[src/rtl/shift_norm_pkg.sv]
package shift_norm_pkg;

  // Strobes from control to datapath
  typedef struct packed {
    logic load;      // capture operands
    logic step;      // move one position
    logic normStep;  // step is a normalize step (left, zero fill, carry kept)
  } strobe_t;

  // Path configuration captured at load
  typedef struct packed {
    logic right;
    logic circ;
    logic withCarry;
  } shiftCfg_t;

endpackage

[src/rtl/shift_norm_ctrl.sv]
module shift_norm_ctrl
  import shift_norm_pkg::*;
#(
  parameter int WIDTH = 32,
  localparam int CNT_W = $clog2(WIDTH)
) (
  input  logic             clk,
  input  logic             rstN,
  input  logic             start,
  input  logic [CNT_W-1:0] countIn,
  input  logic             msb,
  output strobe_t          strb,
  output logic             busy,
  output logic             done,
  output logic             normMode,
  output logic [CNT_W-1:0] countOut
);

  localparam logic [CNT_W-1:0] LAST_STEP = CNT_W'(WIDTH - 1);

  typedef enum logic {IDLE, RUN} state_t;

  state_t           state;
  logic [CNT_W-1:0] remain;
  logic [CNT_W-1:0] stepCnt;
  logic [CNT_W-1:0] progCnt;
  logic             normQ;
  logic             doneQ;
  logic             finish;

  // End of operation: normalize stops on a set top bit or at the step limit
  always_comb begin
    if (normQ) finish = msb || (stepCnt == LAST_STEP);
    else       finish = (remain == '0);
  end

  always_comb begin
    strb.load     = (state == IDLE) && start;
    strb.step     = (state == RUN) && !finish;
    strb.normStep = normQ;
  end

  always_ff @(posedge clk) begin
    if (!rstN) begin
      state   <= IDLE;
      remain  <= '0;
      stepCnt <= '0;
      progCnt <= '0;
      normQ   <= 1'b0;
      doneQ   <= 1'b0;
    end else begin
      doneQ <= 1'b0;
      case (state)
        IDLE: begin
          if (start) begin
            remain  <= countIn;
            progCnt <= countIn;
            normQ   <= (countIn == '0);
            stepCnt <= '0;
            state   <= RUN;
          end
        end
        RUN: begin
          if (finish) begin
            state <= IDLE;
            doneQ <= 1'b1;
          end else if (normQ) begin
            stepCnt <= stepCnt + 1'b1;
          end else begin
            remain <= remain - 1'b1;
          end
        end
        default: state <= IDLE;
      endcase
    end
  end

  assign busy     = (state == RUN);
  assign done     = doneQ;
  assign normMode = normQ;
  assign countOut = normQ ? stepCnt : progCnt;

endmodule

[src/rtl/shift_norm_dp.sv]
module shift_norm_dp
  import shift_norm_pkg::*;
#(
  parameter int WIDTH = 32
) (
  input  logic             clk,
  input  logic             rstN,
  input  strobe_t          strb,
  input  logic [WIDTH-1:0] dataIn,
  input  logic             carryIn,
  input  shiftCfg_t        cfgIn,
  output logic [WIDTH-1:0] wordOut,
  output logic             carryOut,
  output logic             msb
);

  logic [WIDTH-1:0] wordQ;
  logic             carryQ;
  shiftCfg_t        cfgQ;
  shiftCfg_t        effCfg;
  logic [WIDTH-1:0] nextWord;
  logic             nextCarry;
  logic             fillBit;
  logic             leaveBit;

  // Normalize always steps left with zero fill and leaves the carry alone
  always_comb begin
    if (strb.normStep) effCfg = '{right: 1'b0, circ: 1'b0, withCarry: 1'b0};
    else               effCfg = cfgQ;
  end

  always_comb begin
    leaveBit = effCfg.right ? wordQ[0] : wordQ[WIDTH-1];
    if (!effCfg.circ)        fillBit = 1'b0;
    else if (effCfg.withCarry) fillBit = carryQ;
    else                     fillBit = leaveBit;
    if (effCfg.right) nextWord = {fillBit, wordQ[WIDTH-1:1]};
    else              nextWord = {wordQ[WIDTH-2:0], fillBit};
    nextCarry = effCfg.withCarry ? leaveBit : carryQ;
  end

  always_ff @(posedge clk) begin
    if (!rstN) begin
      wordQ  <= '0;
      carryQ <= 1'b0;
      cfgQ   <= '0;
    end else if (strb.load) begin
      wordQ  <= dataIn;
      carryQ <= carryIn;
      cfgQ   <= cfgIn;
    end else if (strb.step) begin
      wordQ  <= nextWord;
      carryQ <= nextCarry;
    end
  end

  assign wordOut  = wordQ;
  assign carryOut = carryQ;
  assign msb      = wordQ[WIDTH-1];

endmodule

[src/rtl/shift_norm_unit.sv]
module shift_norm_unit
  import shift_norm_pkg::*;
#(
  parameter int WIDTH = 32,
  localparam int CNT_W = $clog2(WIDTH)
) (
  input  logic             clk,
  input  logic             rstN,
  input  logic             start,
  input  logic [WIDTH-1:0] dataIn,
  input  logic [CNT_W-1:0] countIn,
  input  logic             shiftRight,
  input  logic             circular,
  input  logic             withCarry,
  input  logic             carryIn,
  output logic             busy,
  output logic             done,
  output logic [WIDTH-1:0] dataOut,
  output logic             carryOut,
  output logic [CNT_W-1:0] countOut
);

  strobe_t   strb;
  shiftCfg_t cfgIn;
  logic      msb;
  logic      normMode;

  assign cfgIn = '{right: shiftRight, circ: circular, withCarry: withCarry};

  shift_norm_ctrl #(.WIDTH(WIDTH)) u_ctrl (
    .clk      (clk),
    .rstN     (rstN),
    .start    (start),
    .countIn  (countIn),
    .msb      (msb),
    .strb     (strb),
    .busy     (busy),
    .done     (done),
    .normMode (normMode),
    .countOut (countOut)
  );

  shift_norm_dp #(.WIDTH(WIDTH)) u_dp (
    .clk      (clk),
    .rstN     (rstN),
    .strb     (strb),
    .dataIn   (dataIn),
    .carryIn  (carryIn),
    .cfgIn    (cfgIn),
    .wordOut  (dataOut),
    .carryOut (carryOut),
    .msb      (msb)
  );

endmodule

[config.mk]
export PLATFORM = sky130hd
export DESIGN_NAME = shift_norm_unit
export DESIGN_NICKNAME = d
export VERILOG_FILES = /design/src/rtl/shift_norm_pkg.sv /design/src/rtl/shift_norm_ctrl.sv /design/src/rtl/shift_norm_dp.sv /design/src/rtl/shift_norm_unit.sv
export SDC_FILE = /design/constraint.sdc
export NUM_CORES = 1
export LEC_CHECK = 0
export ABC_AREA = 1
export BUFFER_PORTS_ARGS = -buffer_cell sky130_fd_sc_hd__buf_2
export CAP_MARGIN = 20
export CORE_ASPECT_RATIO = 1.1
export CORE_MARGIN = 4
export CORE_UTILIZATION = 59
export CTS_BUF_LIST = sky130_fd_sc_hd__clkbuf_4 sky130_fd_sc_hd__clkbuf_8
export CTS_CLUSTER_DIAMETER = 60
export DETAILED_ROUTE_END_ITERATION = 16
export GPL_TIMING_DRIVEN = 0
export PLACE_DENSITY_LB_ADDON = 0.1
export REMOVE_ABC_BUFFERS = 1
export SLEW_MARGIN = 20
export SYNTH_ARGS = -nofsm -noshare
export SYNTH_HDL_FRONTEND = slang
export SYNTH_SLANG_ARGS = --single-unit
[constraint.sdc]
create_clock -name clk -period 3.55 [get_ports clk]
set_input_delay 0.355 -clock clk [delete_from_list [all_inputs] [get_ports clk]]
set_output_delay 0.355 -clock clk [all_outputs]
set_load 0.02 [all_outputs]
== Yosys cells after proc, flatten, opt, wreduce, memory -nomap -nowiden ==
Index checks and enable logic that the tools add are counted.
Widths: inputs -> output; s select.

* Flip-flop bits (word level): 54
* Input port bits: 44
* Output and inout port bits: 40
* Logic and storage cells: 56

* Add/sub/neg operators: 2
* Equality and inequality tests: 5
* Mux-type cells: 24
* Bitwise logic cells: 1
* Reductions and logical operators: 13

{| class="wikitable"
|+ Operator list
! operator !! count
|-
| $mux 32 || 3
|-
| $mux 5 || 7
|-
| $pmux 5 s2 || 2
|-
| $logic_not 5->1 || 2
|-
| $mux 1 || 10
|-
| $ne 2x2->1 const B || 4
|-
| $reduce_and 2->1 || 3
|-
| $reduce_and 3->1 || 2
|-
| $add 5x1->5 const B || 1
|-
| $eq 5x5->1 const B || 1
|-
| $sub 5x1->5 const B || 1
|-
| $reduce_bool 2->1 || 2
|-
| $mux 3 || 1
|-
| $logic_and 1x1->1 || 2
|-
| $pmux 1 s2 || 1
|-
| $logic_not 1->1 || 1
|-
| $logic_or 1x1->1 || 1
|-
| $not 1->1 || 1
|}

== Logic depth before layout (Yosys ltp) ==
* Depth after elaboration: 7
* Depth in mapped cells: 13
* Mapped depth without buffers: 13

== Modules after synthesis ==
Synthesis repeated with hierarchy kept, for this count alone.

* Cell total of the unflattened synthesis: 433
* Area total of the unflattened synthesis: 2827.7 µm²

{| class="wikitable"
|+ By module, submodules not included
! module !! instances !! cells each !! area an instance (µm²) !! seq. area each (µm²)
|-
| shift_norm_dp || 1 || 290 || 1878.1 || 720.7
|-
| shift_norm_ctrl || 1 || 143 || 949.7 || 360.3
|}

== Least setup slack after synthesis ==
Ideal clock, no wire load.

* Path kind: flip-flop to flip-flop
* Start point: register u_ctrl.stepCnt[0]
* End point: register u_dp.carryQ (netlist: u_dp.carryOut)
* Setup time: 70 ps
* Arrival: 1613 ps
* Required time: 3480 ps
* Slack: 1867 ps
* Stages on the path, launching flop included: 11
* Buffers on the path: 1
* Period minus slack after synthesis: 1683 ps
* Cell sequence: dfxtp_1 > ha_1 > inv_1 > nor3_1 > ha_1 > nor2_1 > a21oi_4 > a21oi_2 > buf_2 > nand3_1 > a21oi_1

* Longest elaborated chain between the ends: 7

{| class="wikitable"
|+ RTL lines
! what !! line !! RTL
|-
| start: declaration || shift_norm_ctrl.sv:25 || <nowiki>logic [CNT_W-1:0] stepCnt;</nowiki>
|-
| start signal: assignment || shift_norm_ctrl.sv:68 || <nowiki>stepCnt <= stepCnt + 1'b1;</nowiki>
|-
| $eq 5x5->1 || shift_norm_ctrl.sv:33 || <nowiki>if (normQ) finish = msb || (stepCnt == LAST_STEP);</nowiki>
|-
| $logic_or 1x1->1 || shift_norm_ctrl.sv:33 ||
|-
| $mux 1 || shift_norm_ctrl.sv:33 ||
|-
| $logic_not 1->1 || shift_norm_ctrl.sv:39 || <nowiki>strb.step = (state == RUN) && !finish;</nowiki>
|-
| $logic_and 1x1->1 || shift_norm_ctrl.sv:39 ||
|-
| $reduce_bool 2->1 (no line) || -- ||
|-
| $reduce_and 2->1 (no line) || -- ||
|-
| end signal: assignment || shift_norm_dp.sv:49 || <nowiki>carryQ <= carryIn;</nowiki>
|-
| end signal: assignment || shift_norm_dp.sv:53 || <nowiki>carryQ <= nextCarry;</nowiki>
|-
| end: declaration || shift_norm_dp.sv:18 || <nowiki>logic carryQ;</nowiki>
|}

No other way between the ends.
A chain may end at the register's enable or synchronous reset.

== Final worst setup path ==
* Start point: register u_ctrl.state (netlist: u_ctrl.busy)
* End point: register u_ctrl.progCnt[4]

* Longest elaborated chain between the ends: 2

{| class="wikitable"
|+ RTL lines
! what !! line !! RTL
|-
| start: declaration || shift_norm_ctrl.sv:23 || <nowiki>state_t state;</nowiki>
|-
| start signal: assignment || shift_norm_ctrl.sv:45 || <nowiki>state <= IDLE;</nowiki>
|-
| start signal: assignment || shift_norm_ctrl.sv:60 || <nowiki>state <= RUN;</nowiki>
|-
| start signal: assignment || shift_norm_ctrl.sv:65 || <nowiki>state <= IDLE;</nowiki>
|-
| $not 1->1 (no line) || -- ||
|-
| $reduce_and 2->1 (no line) || -- ||
|-
| end signal: assignment || shift_norm_ctrl.sv:57 || <nowiki>progCnt <= countIn;</nowiki>
|-
| end: declaration || shift_norm_ctrl.sv:26 || <nowiki>logic [CNT_W-1:0] progCnt;</nowiki>
|}

No other way between the ends.

==> out/qor.csv <==
metric,value,unit
cts_tree,yes,
rows,27,
cts_buffer_depth,2,
synth_cells,470,
cp.required,3.78,ns
ant_nets,0,
grt_max_degree,48,
track_usage,24.1,%
crit_fanout,41,
cts_resized,0,
synth_top_family_by_area,simple AND/OR/NAND/NOR gates,
mostFrequentLayoutCells,"nand2_1 (146), buf_2 (83), dfxtp_1 (54)",
tightest_slew,0.869,ns
wl_per_cell,13.6,µm
synthArstFlopShare,0,%
clock_latency,0.30,ns
hold_path_depth,2,
leakage,1.64,nW
dp.final_hpwl,5.29,mm
gp_congestion,0.829,
synth.area.top_cells,"dfxtp_1 (35%), nand2_1 (18%), nor2_1 (6.0%)",
cts_hold_buf,0,
yosys.area_share.simple,33.1,%
drv_cap,0,
mostFrequentLayoutCell,nand2_1,
finClkSkew,0.00528,ns
placed_cell_area,0.00340,mm²
pre_cts_ws,1.06,ns
drc,0,
postSynthAreaPerCell,6.57,µm²
max-vdd-ir-drop,0.251,mV
first_global_vias,2950,
synth_top_area_share,35.0,%
synthXorXnorAreaFrac,0.284,%
die_y,83.9,µm
rr_worst_depth,7,
drt-pass1-iter-count,5,
ff2ff_setup_slack,0.98,ns
area_growth,13.2,%
via_count,3341,
fin_crit_sh,72.4,%
synth-seq-area-share,35.0,%
relSlewSlack,42.0,%
routed_wl,8.02,mm
antenna_cells,0,
critPathKind,flop to flop,
hold_class,input port to flop,
worstPathArrival,2.80,ns
syn_area,0.00309,mm²
core-area,0.00503,mm²
fp.dieW,77.0,µm
rsz0062_at_grt,no,
yosysWarnings,0,
layout.nets,576,
grt_antenna_before_repair,0,
start_kind,flop,
drive_above_1_share,22.5,%
hold_viol,0,
dpl.cell_count,580,
status,completed,
powerDensity,455,mW/mm²
num_io_pins,84,
cp-end-kind,flop,
cts_num_sinks,54,
clk_pin_slew_worst_paths,0.09,ns
synthAdderAreaFrac,1.22,%
cts_made_buffers,5,
vias_per_cell,5.68,
ys.flop_type,dfxtp_1,
setup_viol,0,
synth_mux_area_share,0,%
ys_types,26,
io_buffers,83,
postCtsSetupRepairBufs,0,
min_period,2.57,ns
whs,0.265,ns
ys_ff_latch,54,
htreeDepth,2,
fin_ws,0.980,ns
overflow,0,
root_buffer,clkbuf_8,
start_util,61.3,%
initialDrtViolationCount,266,
die_area,0.00646,mm²
slew_viol_final,0,
synth_edf_count,0,
synth_top_cell_by_area,dfxtp_1,
fmax,0.389,GHz
grt_pass1_wl,13.3,mm
synth_compound_area_share,19.1,%
layoutNonFillerInstCount,588,
design_area,0.00349,mm²
==> Yosys cell counts, types with 8 or more instances <==
master,count
a31oi_1,16
nand3_1,34
nor2_1,49
a21oi_2,9
o211ai_1,14
nand2_1,148
dfxtp_1,54
buf_2,8
nand2_2,8
o21ai_0,23
clkbuf_1,10
inv_1,34
a21oi_1,33
==> cell type report <==
type | count | area [µm²]
repair buffers | 84 | 435
fillers | 456 | 1540
clock inverters | 1 | 5.00
flip-flops and latches | 54 | 1080
well taps | 58 | 72.6
clock buffers | 7 | 90.1
multi-input cells | 347 | 1670
inverters | 37 | 139
==> power breakdown <==
part	internal, mW	switching, mW	leakage [nW]
clock	0.166	0.195	0.0517
combinational	0.173	0.320	1.14
sequential	0.667	0.0692	0.443
total	1.01	0.585	1.64
==> worst paths after layout <==
kind / startpoint / to
max: u_ctrl.busy$_SDFF_PN0_ / u_ctrl.progCnt[4]$_SDFFE_PN0P_
min: countIn[2] / u_ctrl.normMode$_SDFFE_PN0P_
max reg2reg: u_ctrl.busy$_SDFF_PN0_ / u_ctrl.progCnt[4]$_SDFFE_PN0P_
min reg2reg: u_ctrl.progCnt[3]$_SDFFE_PN0P_ / u_ctrl.progCnt[3]$_SDFFE_PN0P_
==> cell families after synthesis <==
logic type / after synthesis
compound gates: 97
simple gates: 246
fa+ha+maj: 3
xor+xnor: 1
flops: 54
buf+inv: 69
==> stage by stage <==
step | power (mW) | TNS, ns | utilization (%)
after global routing | 1.68 | 0 | 69.4
after global placement | 1.22 | -1.84 | 66.9
final | 1.59 | 0 | 69.4
after floorplan | 1.08 | 0 | -
after detailed placement | 1.24 | 0 | 67.5
after CTS | 1.59 | 0 | 69.4
==> per-layer routing <==
layer  vias to the layer above  global-route usage [%]  wire length, µm
met5                         -                       0                0
met4                         0                    5.18               43
met3                         7                    4.32              526
met2                       125                    43.3             4000
met1                      1569                    30.1             3450
li1                       1640                       -                -
==> state kept, by name, summed over array words and instances, names as in the netlist <==
signal and cells:
u_ctrl.busy 1, u_ctrl.done 1, u_ctrl.normMode 1, u_ctrl.progCnt 5, u_ctrl.remain 5, u_ctrl.stepCnt 5, u_dp.carryOut 1, u_dp.cfgQ 3
u_dp.wordOut 32
==> critical path, cell delays in order (launching register included) <==
cell and delay (ns):
dfxtp_1 0.59, inv_2 0.20, nand2_2 0.33, buf_12 0.25, inv_1 0.42, nor2_1 0.34
inv_1 0.15, o21ai_0 0.18
(Power assumes the default switching activity.)
